## config.mk

```make
export PLATFORM = sky130hd
export DESIGN_NAME = sample_buffer_ctrl
export DESIGN_NICKNAME = d
export VERILOG_FILES = /design/src/rtl/sample_buffer_ctrl.sv
export SDC_FILE = /design/constraint.sdc
export NUM_CORES = 1
export LEC_CHECK = 0
export ABC_AREA = 1
export ABC_CLOCK_PERIOD_IN_PS = 4900
export BUFFER_PORTS_ARGS = -buffer_cell sky130_fd_sc_hd__buf_2
export CAP_MARGIN = 5
export CORE_UTILIZATION = 40
export CTS_CLUSTER_SIZE = 30
export DETAILED_ROUTE_END_ITERATION = 10
export MAX_ROUTING_LAYER = met4
export PLACE_DENSITY = 0.52
export SYNTH_ARGS = -nofsm -noshare
export SYNTH_HDL_FRONTEND = slang
export SYNTH_SLANG_ARGS = --single-unit
```

## constraint.sdc

```tcl
create_clock -name clk -period 4.9 [get_ports clk]
set_clock_uncertainty 0.15 [all_clocks]
set_input_delay 0.98 -clock clk [delete_from_list [all_inputs] [get_ports clk]]
set_output_delay 0.98 -clock clk [all_outputs]
set_load 0.02 [all_outputs]
```

## src/rtl/sample_buffer_ctrl.sv

```systemverilog
module sample_buffer_ctrl #(
  parameter int ADDR_W = 4,
  parameter int DATA_W = 16,
  parameter int IVL_W  = 8
) (
  input  logic              clk,
  input  logic              rst_n,
  input  logic              snap_mode,
  input  logic [ADDR_W:0]   thresh,
  input  logic [IVL_W-1:0]  interval,
  input  logic              wr_valid,
  input  logic [DATA_W-1:0] wr_data,
  input  logic              rd_stb,
  input  logic              stat_sel,
  output logic [DATA_W-1:0] rd_data,
  output logic              intr
);
  localparam int DEPTH = 1 << ADDR_W;
  localparam int PTR_W = ADDR_W + 1;
  localparam int STAT_W = PTR_W + 4;

  logic [DATA_W-1:0] mem [DEPTH];
  logic [PTR_W-1:0]  wp, rp, depth;
  logic [DATA_W-1:0] dout_q;
  logic [IVL_W-1:0]  snap_k, k_now, k_last;
  logic              mode_q, ovf, full, empty;
  logic              take, do_wr, do_rd;
  logic [STAT_W-1:0] stat_word;

  assign depth  = wp - rp;
  assign full   = depth == PTR_W'(DEPTH);
  assign empty  = wp == rp;
  assign k_now  = (snap_mode == mode_q) ? snap_k : '0;
  assign k_last = interval - 1'b1;
  assign take   = !snap_mode || (int'(k_now) < DEPTH);
  assign do_wr  = wr_valid && take && !full;
  assign do_rd  = rd_stb && !empty;
  assign intr   = depth > thresh;

  assign stat_word = {depth, ovf, ~intr, empty, full};
  assign rd_data   = stat_sel ? DATA_W'(stat_word) : dout_q;

  always_ff @(posedge clk) begin
    if (do_wr) mem[wp[ADDR_W-1:0]] <= wr_data;
  end

  always_ff @(posedge clk or negedge rst_n) begin
    if (!rst_n) begin
      wp     <= '0;
      rp     <= '0;
      ovf    <= 1'b0;
      dout_q <= '0;
      snap_k <= '0;
      mode_q <= 1'b0;
    end else begin
      mode_q <= snap_mode;
      if (do_wr) wp <= wp + 1'b1;
      if (wr_valid && take && full) ovf <= 1'b1;
      if (do_rd) begin
        dout_q <= mem[rp[ADDR_W-1:0]];
        rp     <= rp + 1'b1;
      end
      if (!snap_mode)   snap_k <= '0;
      else if (wr_valid) snap_k <= (k_now == k_last) ? '0 : k_now + 1'b1;
      else              snap_k <= k_now;
    end
  end
endmodule


```

-- Word level (Yosys, flattened, before mapping)
Memory sizes are Yosys's and may differ from the RTL's. A register that Yosys moved wholly into a read port is not among the register bits.
Cells that the tools add are included.
- add/sub/neg operators: 5
- reduce and logical (&&, ||, !) cells: 9
- eq/ne operators: 4
- magnitude comparators: 2
- multiplexer cells: 7
- bitwise logic cells: 1
- operators with widths (cell ; number):
    $mux W8 ; 4
    $mux W16 ; 1
    $add A5 B1 Y5 const B ; 2
    $add A8 B1 Y8 const B ; 1
    $eq A8 B8 Y1 ; 1
    $lt A8 B5 Y1 const B ; 1
    $sub A8 B1 Y8 const B ; 1
    $eq A5 B5 Y1 ; 1
    $eq A5 B5 Y1 const B ; 1
    $gt A5 B5 Y1 ; 1
    $sub A5 B5 Y5 ; 1
    $logic_and A1 B1 Y1 ; 4
    $logic_not A1 Y1 ; 4
    $mux W1 ; 2
    $eq A1 B1 Y1 ; 1
    $logic_or A1 B1 Y1 ; 1
    $not A1 Y1 ; 1
- input bits: 35
- memories kept: 1
- bits in registers: 20
- memory bits (writable): 256
- logic and storage cells: 34
- output and inout bits: 17
- memories (memory ; words ; bits a word ; read ports ; clocked after memory_dff ; wr ports ; RTL line ; text):
    mem ; 16 ; 16 ; 1 ; 1 ; 1 ; 22 ; logic [DATA_W-1:0] mem [DEPTH];

-- Depth between registers and ports, before layout
Gate-level depths: netlist (run 1).
- depth in word-level cells: 8
- mapped depth: 13
- depth with buffers taken out: 13

-- Least setup slack after synthesis (run 1)
OpenSTA, ideal clock, no wires.
- path type: register to output
- start point: register rp[2]
- end point: output port rd_data[2]
- path slack: 0.836 ns
- path buffers: 2
- data arrival time: 2.934 ns
- data required time: 3.770 ns
- stages on the path, launching flop included: 14
- cells stage by stage: dfrtp_1 > buf_2 > clkinv_1 > clkbuf_1 > ha_1 > a21oi_1 > nand2_1 > xor2_1 > inv_1 > ha_1 > nand2_1 > o21bai_1 > a2bb2oi_1 > o21ai_0
- longest elaborated chain between the ends: 4
- RTL lines (what ; RTL line ; text):
    start, declared ; 23 ; logic [PTR_W-1:0] wp, rp, depth;
    start signal, assigned ; 61 ; rp <= rp + 1'b1;
    $sub A5 B5 Y5 ; 30 ; assign depth = wp - rp;
    $gt A5 B5 Y1 ; 38 ; assign intr = depth > thresh;
    via intr ; 16 ; output logic intr
    $not A1 Y1 ; 40 ; assign stat_word = {depth, ovf, ~intr, empty, full};
    $mux W16 ; 41 ; assign rd_data = stat_sel ? DATA_W'(stat_word) : dout_q;
    end, declared ; 15 ; output logic [DATA_W-1:0] rd_data,
The timed path passes the listed nets, and every way through them passes these cells.

-- Final worst setup path (run 1)
- start point: register wp[0]
- end point: output port rd_data[2]
- longest elaborated chain between the ends: 4
- RTL lines (what ; RTL line ; text):
    start, declared ; 23 ;
    start signal, assigned ; 57 ; if (do_wr) wp <= wp + 1'b1;
    $sub A5 B5 Y5 ; 30 ;
    $gt A5 B5 Y1 ; 38 ;
    $not A1 Y1 ; 40 ;
    $mux W16 ; 41 ;
No other way between the ends.

==> impl_results.md, run 1 <==
- Status: completed
- CP Launch Type: flop
- Antenna-violating nets left: 0
- Via count: approximately 8200
- Worst Setup End Kind: primary output
- DR WL/cell: ~20 um
- Post-synthesis cell count: approximately 1100
- Latest clock arrival within the worst-skew pair: between 0.5 and 0.6 ns
- Clock Root Buffer: clkbuf_16
- Async SR Flop Fraction: 0.123
- Final worst slack: slightly below 0.7 ns
- Arr. time, crit path: between 3 and 4 ns
- PwrDens: slightly below 600 nW/um^2
- Syn Std Cell Area: roughly 12000 um^2
- YS warnings: 0
- DRC: 0
- Core region area: 30700 um^2
- Num CTS Buffers: 31
- CTS H-tree lvls: 1
- Count leader, synth: edfxtp_1
- CTS clk-pin slew, worst paths: around 0.06 ns
- Final period util: 0.862
- GRT Total Usage: 0.208
- Max Fclk: around 240 MHz
- CTS tree: done
- Die Ht: 179 um
- Total negative setup slack: 0 ns
- Syn_area_per_cell: roughly 12 um^2
- DP Worst Slack: 1.19 ns
- Number of global-route vias before repair: ~8000
- Top_reg_cell synth: edfxtp_1
- Chip width: about 180 um
- First drt pass iteration count: 5
- Slew Viols, Final: 0
- Synth top area share: 0.616
- Max cap viols: 0
- FP Rows: 64
- Commonest cells post-synth: edfxtp_1 (256), nor2_1 (238), o21ai_0 (138)
- Final hold violation count: 0
- CP Class: flop to primary output
- Vias per inst: about 5.3
- Largest net degree at the start of global routing: approximately 110
- Unrepaired setup endpoints after global routing: no
- Placement Cell Area: roughly 13000 um^2
- Worst hold path class: flop to flop
- Met2 WL: 14.5 mm
- Total clock sinks: between 200 and 300
- Final setup fails: 0
- Final hold slack: roughly 0.30 ns
- Routed wl met3: approximately 1.7 mm
- CTS resizes: 0
- Area growth syn-to-layout: 14.4%
- Hold-fix buffers, CTS: 0
- VDD IR max: 0.312 mV
- Sequential-to-total area share from yosys stat: 0.688
- Worst-Margin Slew: ~1.1 ns
- Yosys top cell by area: edfxtp_1
- Largest cells by area after synthesis: edfxtp_1 (62%), dfrtp_1 (7.2%), nor2_1 (7.2%), o21ai_0 (5.5%), o211ai_1 (3.8%)
- Max Root-Sink Buffers: 3
- HPWL after DPL: between 15 and 20 mm
- Port Buffers: slightly above 50
- I/O pins: between 50 and 60
- Top Metal Used: met4
- Die area: around 32000 um^2
- FF+latch count, synth: about 300
- EDFF count, synth: approximately 260
- RePlAce Congestion: between 0.8 and 0.9
- Synth unique cells: 36
- Syn nets: 1128
- GRT Residual Overflow: 0
- Share of cells above drive strength 1: 0.139
- CP Max Fanout: 4
- Met1 WL: between 10 and 15 mm
- First-pass GRT wire length: roughly 48 mm
- Final WL: approximately 32 mm
- Design area: 14300 um^2
- Worst slew margin: 0.251
- Final min period: between 4 and 5 ns
- Post-CTS setup repair buffer count: 0
- Static Leak: between 5 and 6 nW
- DR iter-0 viols: about 630
- Starting Density: 0.407
- Antenna violations before repair: 1
- Nets: 1183
- CP required: 3.77 ns
- Fillcell total: between 2000 and 3000
==> placed cells by master (no fill, tap or decap), types with 2 or more instances in the layout <==
| cell | netlist | routed |
|---|---|---|
| nand3_1 | 57 | 57 |
| clkinv_1 | 3 | 5 |
| nand3_2 | 2 | 2 |
| a21oi_1 | 4 | 4 |
| o21bai_1 | 2 | 2 |
| ha_1 | 16 | 16 |
| buf_2 | 14 | 51 |
| xnor2_1 | 3 | 3 |
| clkinvlp_4 | 0 | 2 |
| nand2_2 | 2 | 2 |
| nor2_1 | 238 | 237 |
| nor2_2 | 1 | 2 |
| clkinv_2 | 0 | 8 |
| o21ai_0 | 138 | 138 |
| nand2_1 | 78 | 78 |
| clkbuf_16 | 0 | 31 |
| nand4_1 | 10 | 10 |
| xnor2_2 | 2 | 2 |
| nor3_2 | 0 | 15 |
| inv_1 | 48 | 47 |
| a31oi_1 | 16 | 16 |
| dfrtp_4 | 0 | 2 |
| clkinv_4 | 0 | 2 |
| buf_4 | 4 | 33 |
| clkbuf_1 | 39 | 9 |
| dfrtp_1 | 36 | 34 |
| xor2_1 | 10 | 10 |
| o211ai_1 | 64 | 64 |
| o21ai_1 | 2 | 2 |
| edfxtp_1 | 256 | 256 |
| clkbuf_8 | 0 | 2 |
==> registers in the layout (all words and copies together) (netlist names) <==
register	cells
dout_q	16
mem	256
mode_q	1
ovf	1
rp	5
snap_k	8
wp	5
==> path summary, 6_finish.rpt <==
check / start / to / slack (ns) / cells after the start
worst max-delay path: wp[0]$_DFFE_PN0P_ / rd_data[2] / 0.68 / 14
worst min-delay path: ovf$_DFFE_PN0P_ / ovf$_DFFE_PN0P_ / 0.30 / 2
worst max register to register: wp[0]$_DFFE_PN0P_ / mem[4][6]$_DFFE_PP_ / 1.62 / 10
worst min register to register: ovf$_DFFE_PN0P_ / ovf$_DFFE_PN0P_ / 0.30 / 2
max in group asynchronous: rst_n / rp[1]$_DFFE_PN0P_ / 3.78 / 2
min in group asynchronous: rst_n / dout_q[15]$_DFFE_PN0P_ / 0.35 / 2
==> metal layers <==
metal,vias up,track usage
li1,3953,-
met1,4039,0.287
met2,194,0.323
met3,43,0.0358
met4,0,0.0491
met5,-,-
==> power by group <==
part	leakage (nW)	switching (mW)	total [mW]	internal, mW
Sequential	2.74	0.163	3.20	3.04
Clock	0.477	0.977	2.24	1.26
Combinational	1.89	2.06	3.00	0.940
Total	5.11	3.21	8.44	5.24
==> worst max-delay path, cell delays in order, from the launching register on <==
cell and delay, ns:
dfrtp_1 0.42, inv_1 0.16, ha_1 0.17, inv_1 0.06, fa_1 0.39, nand2_1 0.08
nand2_1 0.05, o21ai_1 0.12, xnor2_2 0.12, ha_1 0.32, nand2_1 0.07, o21bai_1 0.15
a2bb2oi_1 0.16, o21ai_0 0.09, buf_2 0.17
==> through the flow <==
step                power, mW  instances   util
floorplan                5.27       1076      -
finish                   8.44       1553  0.466
global placement         6.26       1494  0.434
global route             8.99       1553  0.466
detailed placement       6.27       1494  0.434
CTS                      8.51       1552  0.466
==> logic make-up (layout without fill, tap and decap cells) <==
| group | Yosys count | after routing | share of synthesized area |
|---|---|---|---|
| buffers and inverters | 114 | 194 | 0.0381 |
| adders and majority gates | 17 | 17 | 0.0176 |
| xor gates and xnor gates | 15 | 15 | 0.0117 |
| AOI/OAI and AO/OA | 229 | 229 | 0.109 |
| DFF | 292 | 292 | 0.688 |
| and+or+nand+nor | 409 | 409 | 0.136 |
| other | 0 | 1 | 0 |
==> layout make-up <==
cell class | count | area (um^2) | share of cell area
Multi-Input combinational cell | 670 | 3500 | 0.245
Clock buffer | 42 | 837 | 0.0586
Antenna cell | 1 | 2.50 | 0.000175
Clock inverter | 16 | 141 | 0.00990
Timing Repair Buffer | 85 | 523 | 0.0366
Tap cell | 396 | 495 | 0.0347
Inverter | 51 | 193 | 0.0135
Sequential cell | 292 | 8600 | 0.602
(Power assumes the default switching activity.)
==> run 2, diff against run 1 <==
==> constraint.sdc (replaced) <==
create_clock -name clk -period 4.9 [get_ports clk]
set_clock_uncertainty 0.15 [all_clocks]
set_input_delay 0.98 -clock clk [delete_from_list [all_inputs] [get_ports clk]]
set_output_delay 0.98 -clock clk [all_outputs]
set_load 0.01 [all_outputs]
==> run 2 against run 1 <==
Net effect: maximum frequency fell by 3.7%; hold slack got worse by 0.070 ns; core utilization is 0.26 points higher; combinational power down 4%; largest cell class unchanged; final cell count down 0.19%.
==> impl_results.md, run 2 (synthesis gave the netlist of run 1 again) <==
- Via count: 8123 (-1.3%)
- Nets: 1182 (-0.085%)
- Core region area: 30700 um^2 (unchanged)
- DR WL/cell: 20.5 um (+0.36%)
- Vias per inst: 5.24 (-1.1%)
- Antenna-violating nets left: 0 (unchanged)
- Worst slew margin: 0.370 (+0.119)
- Max cap viols: 0 (unchanged)
- Area growth syn-to-layout: 15.1%
- RePlAce Congestion: 0.823 (+0.66%)
- CTS resizes: 0 (unchanged)
- CTS tree: done
- Max FFs per register: 256 (unchanged)
- Design area: 14400 um^2 (+0.56%)
- Number of global-route vias before repair: 7846 (-1.6%)
- Latest clock arrival within the worst-skew pair: 0.58 ns (about the same)
- Worst-Margin Slew: 0.945 ns (-0.179 ns)
- Clock Root Buffer: clkbuf_16
- Worst hold path class: input port to async pin
- Commonest non-fill, non-tap cells in the layout: edfxtp_1 (256), nor2_1 (237), o21ai_0 (138), nand2_1 (78), o211ai_1 (64)
- Final period util: 0.895 (+0.0331)
- Chip width: 179 um (unchanged)
- Final worst slack: 0.514 ns (-0.162 ns)
- Die area: 31900 um^2 (unchanged)
- FF/Latch Area: 8600 um^2 (unchanged)
- Port Buffers: 51 (unchanged)
- Final WL: 31.7 mm (+0.17%)
- GRT Total Usage: 0.208 (-0.000288)
- HPWL after DPL: 18.2 mm (+1.9%)
- Total power: 8.52 mW (+0.95%)
- Post-CTS setup repair buffer count: 0 (unchanged)
- CTS H-tree lvls: 1 (unchanged)
- FP Rows: 64 (unchanged)
- Unrepaired setup endpoints after global routing: no
- DRC: 0 (unchanged)
- I/O pins: 52 (unchanged)
- Final min period: 4.39 ns (+0.162 ns)
- Post-Route Utilization: 0.468 (+0.00261)
- Commonest non-fill, non-tap cell in the layout: edfxtp_1
- Total clock sinks: 292 (unchanged)
- CP Class: flop to primary output
- Worst Setup End Kind: primary output
- Antenna violations before repair: 0 (-1)
- GRT Residual Overflow: 0 (unchanged)
- CP Launch Type: flop
- Max Fclk: 228 MHz (-3.7%)
- Non-Filler Instances: 1550 (-0.19%)
- DR iter-0 viols: 607 (-3.2%)
- Share of cells above drive strength 1: 0.140 (+0.000241)
- First drt pass iteration count: 5 (unchanged)
- Max Root-Sink Buffers: 3 (unchanged)
- Total negative setup slack: 0 ns (unchanged)
- Num CTS Buffers: 30 (-3.2%)
- CP Max Fanout: 45 (+41)
- Placed insts: 1494 (unchanged)
- Final setup fails: 0 (unchanged)
- Placement Cell Area: 13300 um^2 (about the same)
- Arr. time, crit path: 3.26 ns (+0.17 ns)
- Final hold slack: 0.225 ns (-0.0701 ns)
- Static Leak: 5.15 nW (+0.79%)
- PwrDens: 593 nW/um^2 (+0.39%)
- Ant. Diodes: 0 (-1)
- First-pass GRT wire length: 47.7 mm (+0.32%)
- Hold-fix buffers, CTS: 0 (unchanged)
- Status: completed
- Fillcell total: 2820 (+0.75%)
- DP Worst Slack: 1.10 ns (-0.0970 ns)
- Final hold violation count: 0 (unchanged)
- Area occupied by multi-input gates: 3500 um^2 (unchanged)
- Slew Viols, Final: 0 (unchanged)
- CTS clk-pin slew, worst paths: 0.06 ns (about the same)
- VDD IR max: 0.304 mV (-2.5%)
- Die Ht: 179 um (unchanged)
- Largest net degree at the start of global routing: 88 (-19%)
- CP required: 3.77 ns (about the same)
- Starting Density: 0.407 (unchanged)
run 2: cell types whose count changed in the layout (fill, tap and decap cells not counted), sizes merged:
cell      delta
inv          -1
clkinvlp     -1
diode        -1
clkbuf       -4
bufinv       +4
run 2: area by class of cell:
class                   count  area share
inverters                  51      0.0134
clock buffers              38      0.0564
clock inverters            18      0.0165
well taps                 396      0.0345
repair buffers             85      0.0373
flip-flops and latches    292       0.598
multi-input cells         670       0.243
run 2: final timing paths:
| check | startpoint | to | slack [ns] | depth (start not counted) |
|---|---|---|---|---|
| max reg2reg | rp[1]$_DFFE_PN0P_ | mem[8][1]$_DFFE_PP_ | 1.55 | 9 |
| min reg2reg | ovf$_DFFE_PN0P_ | ovf$_DFFE_PN0P_ | 0.30 | 2 |
| min in group clk | ovf$_DFFE_PN0P_ | ovf$_DFFE_PN0P_ | 0.30 | 2 |
| max in group asynchronous | rst_n | rp[1]$_DFFE_PN0P_ | 3.59 | 2 |
| max | rp[1]$_DFFE_PN0P_ | rd_data[2] | 0.51 | 12 |
| min | rst_n | dout_q[15]$_DFFE_PN0P_ | 0.23 | 1 |
run 2: report_power, final:
group | total [mW] | switching (mW) | internal (mW)
registers | 3.26 | 0.224 | 3.03
clock network | 2.40 | 0.962 | 1.43
logic | 2.87 | 1.92 | 0.943
run 2: metal layers:
| metal | up-vias | track usage | share of wire |
|---|---|---|---|
| met1 | 3962 | 0.294 | 0.48 |
| met4 | 0 | 0.0399 | 0.017 |
| met5 | - | - | 0 |
| li1 | 3951 | - | - |
| met2 | 169 | 0.325 | 0.46 |
| met3 | 41 | 0.0269 | 0.042 |
run 2: critical path, cell delays in order, from the launching register on:
cell and delay (ns):
dfrtp_4 0.73, inv_1 0.18, ha_1 0.34, nand3_1 0.08, nand2_1 0.09, xor2_1 0.30, inv_1 0.08, ha_1 0.28
nand2_1 0.06, o21bai_1 0.15, a2bb2oi_1 0.16, o21ai_0 0.09, buf_2 0.15
==> run 3, diff against run 2 <==
--- a/config.mk
+++ b/config.mk
@@ -5,7 +5,6 @@
 export SDC_FILE = /design/constraint.sdc
 export NUM_CORES = 1
 export LEC_CHECK = 0
-export ABC_AREA = 1
 export ABC_CLOCK_PERIOD_IN_PS = 4900
 export BUFFER_PORTS_ARGS = -buffer_cell sky130_fd_sc_hd__buf_2
 export CAP_MARGIN = 5
==> run 3 against run 2 <==
Net effect: hold slack better by 0.094 ns; cell area down 2.7%; core utilization up 0.22 points; highest routed layer unchanged; combinational power down 10%; total power down 3.5%; critical path depth unchanged; synthesized cell count down 43%; global-route usage down 1.8 points.
==> impl_results.md, run 3 <==
- I/O pins: 52 (unchanged)
- Synth unique cells: 50 (+39%)
- Final WL: 27.3 mm (-14%)
- Reg-to-Reg End: mem[14][14]$_DFFE_PP_
- Core region area: 29700 um^2 (-3.1%)
- CP Max Fanout: 4 (-91%)
- Unrepaired setup endpoints after global routing: no
- CP required: 3.77 ns (about the same)
- Syn nets: 670 (-41%)
- Async SR Flop Fraction: 0.123 (unchanged)
- Static Leak: 4.76 nW (-7.4%)
- Max Root-Sink Buffers: 3 (unchanged)
- First drt pass iteration count: 6 (+1)
- CTS resizes: 0 (unchanged)
- Commonest cells post-synth: edfxtp_1 (256), mux4_2 (80), dfrtp_1 (36)
- Worst hold path class: flop to flop
- Port Buffers: 51 (unchanged)
- Arr. time, crit path: 3.16 ns (-0.10 ns)
- Share of cells above drive strength 1: 0.336 (+0.197)
- FF+latch count, synth: 292 (unchanged)
- Post-synthesis cell count: 618 (-43%)
- Chip width: 176 um (-1.6%)
- Bufs and invs on worst path: 3 (unchanged)
- Count leader, synth: edfxtp_1
- PwrDens: 588 nW/um^2 (-0.84%)
- WP depth: 12 (unchanged)
- Total clock sinks: 292 (unchanged)
- GRT Residual Overflow: 0 (unchanged)
- Die Ht: 176 um (-1.6%)
- Antenna violations before repair: 0 (unchanged)
- CTS clk-pin slew, worst paths: 0.05 ns (about the same)
- Sequential share of power: 0.391 (+0.009)
- Clock power frac: 0.296 (+0.015)
- VDD IR max: 0.303 mV (-0.25%)
- Max incr delay on CP: 0.41 ns (-0.32 ns)
- Yosys top cell by area: edfxtp_1
- Die area: 30900 um^2 (-3.1%)
- Final hold violation count: 0 (unchanged)
- DR WL/cell: 24.5 um (+20%)
- Switch Pwr: 2.46 mW (-21%)
- Latest clock arrival within the worst-skew pair: 0.51 ns (-0.07 ns)
- Crit-path cells: inv_1 > ha_1 > inv_1 > fa_1 > a21o_1 > a21oi_1 > xor2_1 > ha_1 > o22ai_1 > nor2_1 > a21oi_1 > buf_2
- CTS H-tree lvls: 2 (+1)
- Syn Std Cell Area: 12100 um^2 (-3.2%)
- Synth top area share: 0.636 (+0.0201)
- HPWL after DPL: 16.0 mm (-12%)
- Final setup fails: 0 (unchanged)
- DRC: 0 (unchanged)
- Nets: 749 (-37%)
- First-pass GRT wire length: 41.3 mm (-13%)
- Worst Setup SP: wp[0]$_DFFE_PN0P_
- CP max-delay cell: dfrtp_1
- Power share of the combinational group: 0.313 (-0.023)
- Clock Root Buffer: clkbuf_16
- CP Launch Type: flop
- DR iter-0 viols: 485 (-20%)
- YS warnings: 0 (unchanged)
- Final worst slack: 0.609 ns (+0.0943 ns)
- GRT Total Usage: 0.191 (-0.0176)
- R2r startpoint: wp[0]$_DFFE_PN0P_
- Crit path to: rd_data[2]
- Antenna-violating nets left: 0 (unchanged)
- CP Class: flop to primary output
- Sw Share: 0.299 (-0.0657)
- Number of global-route vias before repair: 6543 (-17%)
- CTS tree: done
- Commonest non-fill, non-tap cell in the layout: edfxtp_1
- DP Worst Slack: 1.01 ns (-0.0841 ns)
- Worst-Margin Slew: 1.18 ns (+0.240 ns)
- Max Fclk: 233 MHz (+2.2%)
- FP Rows: 63 (-1.6%)
- Vias per inst: 5.48 (+4.6%)
- Area growth syn-to-layout: 15.7%
- Post-CTS setup repair buffer count: 0 (unchanged)
- Total negative setup slack: 0 ns (unchanged)
- Top delay family on crit path: adder cells
- Worst Setup End Kind: primary output
- P_int: 5.77 mW (+6.5%)
- R2R cell count: 10 (+1)
- Largest cells by area after synthesis: edfxtp_1 (64%), mux4_2 (15%), dfrtp_1 (7.5%), mux2_2 (2.1%), ha_1 (1.7%)
- Final min period: 4.29 ns (-0.0943 ns)
- Top_reg_cell synth: edfxtp_1
- Max FFs per register: 256 (unchanged)
- Starting Density: 0.407 (about the same)
- Status: completed
- Max cap viols: 0 (unchanged)
- Num CTS Buffers: 34 (+13%)
- Largest net degree at the start of global routing: 67 (-24%)
- Via count: 6104 (-25%)
- Hold-fix buffers, CTS: 0 (unchanged)
- EDFF count, synth: 256 (unchanged)
- Syn_area_per_cell: 19.6 um^2 (+69%)
- Worst slew margin: 0.209 (-0.161)
- Ant. Diodes: 0 (unchanged)
- RePlAce Congestion: 0.847 (+2.9%)
- Commonest non-fill, non-tap cells in the layout: edfxtp_1 (256), mux4_2 (80), buf_2 (51), clkbuf_16 (34), dfrtp_1 (34)
- Final period util: 0.876 (-0.0193)
- Sequential-to-total area share from yosys stat: 0.710 (+0.0224)
- Slew Viols, Final: 0 (unchanged)
- R2r setup slk: 1.06 ns (-0.49 ns)
-- run 3: changes by cell type after synthesis, moves of 23 or more --
cell,before,now
nand2_1,78,21
o211ai_1,64,0
nor2_1,238,24
mux2_2,0,23
mux4_2,0,80
inv_1,48,15
nand3_1,57,7
o21ai_0,138,4
-- run 3: final cells by class --
class	instances	area [um^2]
Clock buffer	52	958
Sequential cell	292	8590
Fill cell	2481	15700
Clock inverter	10	125
Tap cell	390	488
Inverter	16	60.1
Timing Repair Buffer	70	398
Multi-Input combinational cell	283	3360
-- run 3: kinds of logic (layout without fill, tap and decap cells) --
family                   after synthesis  in the layout  share of synthesized area
buffers and inverters                 43            148                     0.0149
AO/OA/AOI/OAI                         25             25                     0.0148
multiplexers                         105            105                      0.172
flip-flops                           292            292                      0.710
AND/OR/NAND/NOR                      109            109                     0.0499
adder cells (fa/ha/maj)               17             17                     0.0182
XOR/XNOR                              27             27                     0.0196
-- run 3: through the flow --
stage | area (um^2) | power (mW) | cells | hold WS, ns | util
after floorplan | 12100 | 5.07 | 618 | 0.272 | -
after global placement | 12900 | 5.86 | 1051 | 0.306 | 0.434
after detailed placement | 12900 | 5.90 | 1051 | 0.306 | 0.434
after CTS | 14000 | 8.36 | 1113 | 0.321 | 0.471
after global routing | 14000 | 8.67 | 1113 | 0.329 | 0.471
final | 14000 | 8.23 | 1113 | 0.319 | 0.471
-- run 3: worst min-delay path by stage --
stage	from	to	slack, ns	cells past startpoint
2_1_floorplan	ovf$_DFFE_PN0P_	ovf$_DFFE_PN0P_	0.27	1
3_3_place_gp	ovf$_DFFE_PN0P_	ovf$_DFFE_PN0P_	0.31	1
3_5_place_dp	ovf$_DFFE_PN0P_	ovf$_DFFE_PN0P_	0.31	1
4_1_cts	ovf$_DFFE_PN0P_	ovf$_DFFE_PN0P_	0.32	1
5_1_grt	ovf$_DFFE_PN0P_	ovf$_DFFE_PN0P_	0.33	1
6_report	ovf$_DFFE_PN0P_	ovf$_DFFE_PN0P_	0.32	1
-- run 3: routing by layer --
layer  up-vias  track usage  routed length, um  share of wire
li1       2653            -                  -              -
met1      3250        0.254              11800           0.43
met2       169        0.308              13500           0.50
met3        32       0.0279               1470          0.054
met4         0       0.0496                482          0.018
met5         -            -                  0              0
-- run 3: power by group through the flow --
stage / clock [mW] / combinational, mW / sequential [mW]
after floorplan: 0 / 1.87 / 3.20
after global placement: 0 / 2.60 / 3.25
after detailed placement: 0 / 2.63 / 3.27
after CTS: 2.49 / 2.64 / 3.22
after global routing: 2.59 / 2.82 / 3.25
final: 2.43 / 2.58 / 3.22
-- run 3: worst reg2reg max path, cell delays in order (launching register included) --
cell	delay (ns)
dfrtp_1	0.41
inv_1	0.15
ha_1	0.20
inv_1	0.06
fa_1	0.39
a21o_1	0.17
a21oi_1	0.22
xor2_1	0.14
o211a_2	0.20
nand2b_1	0.36
nor2_2	1.00
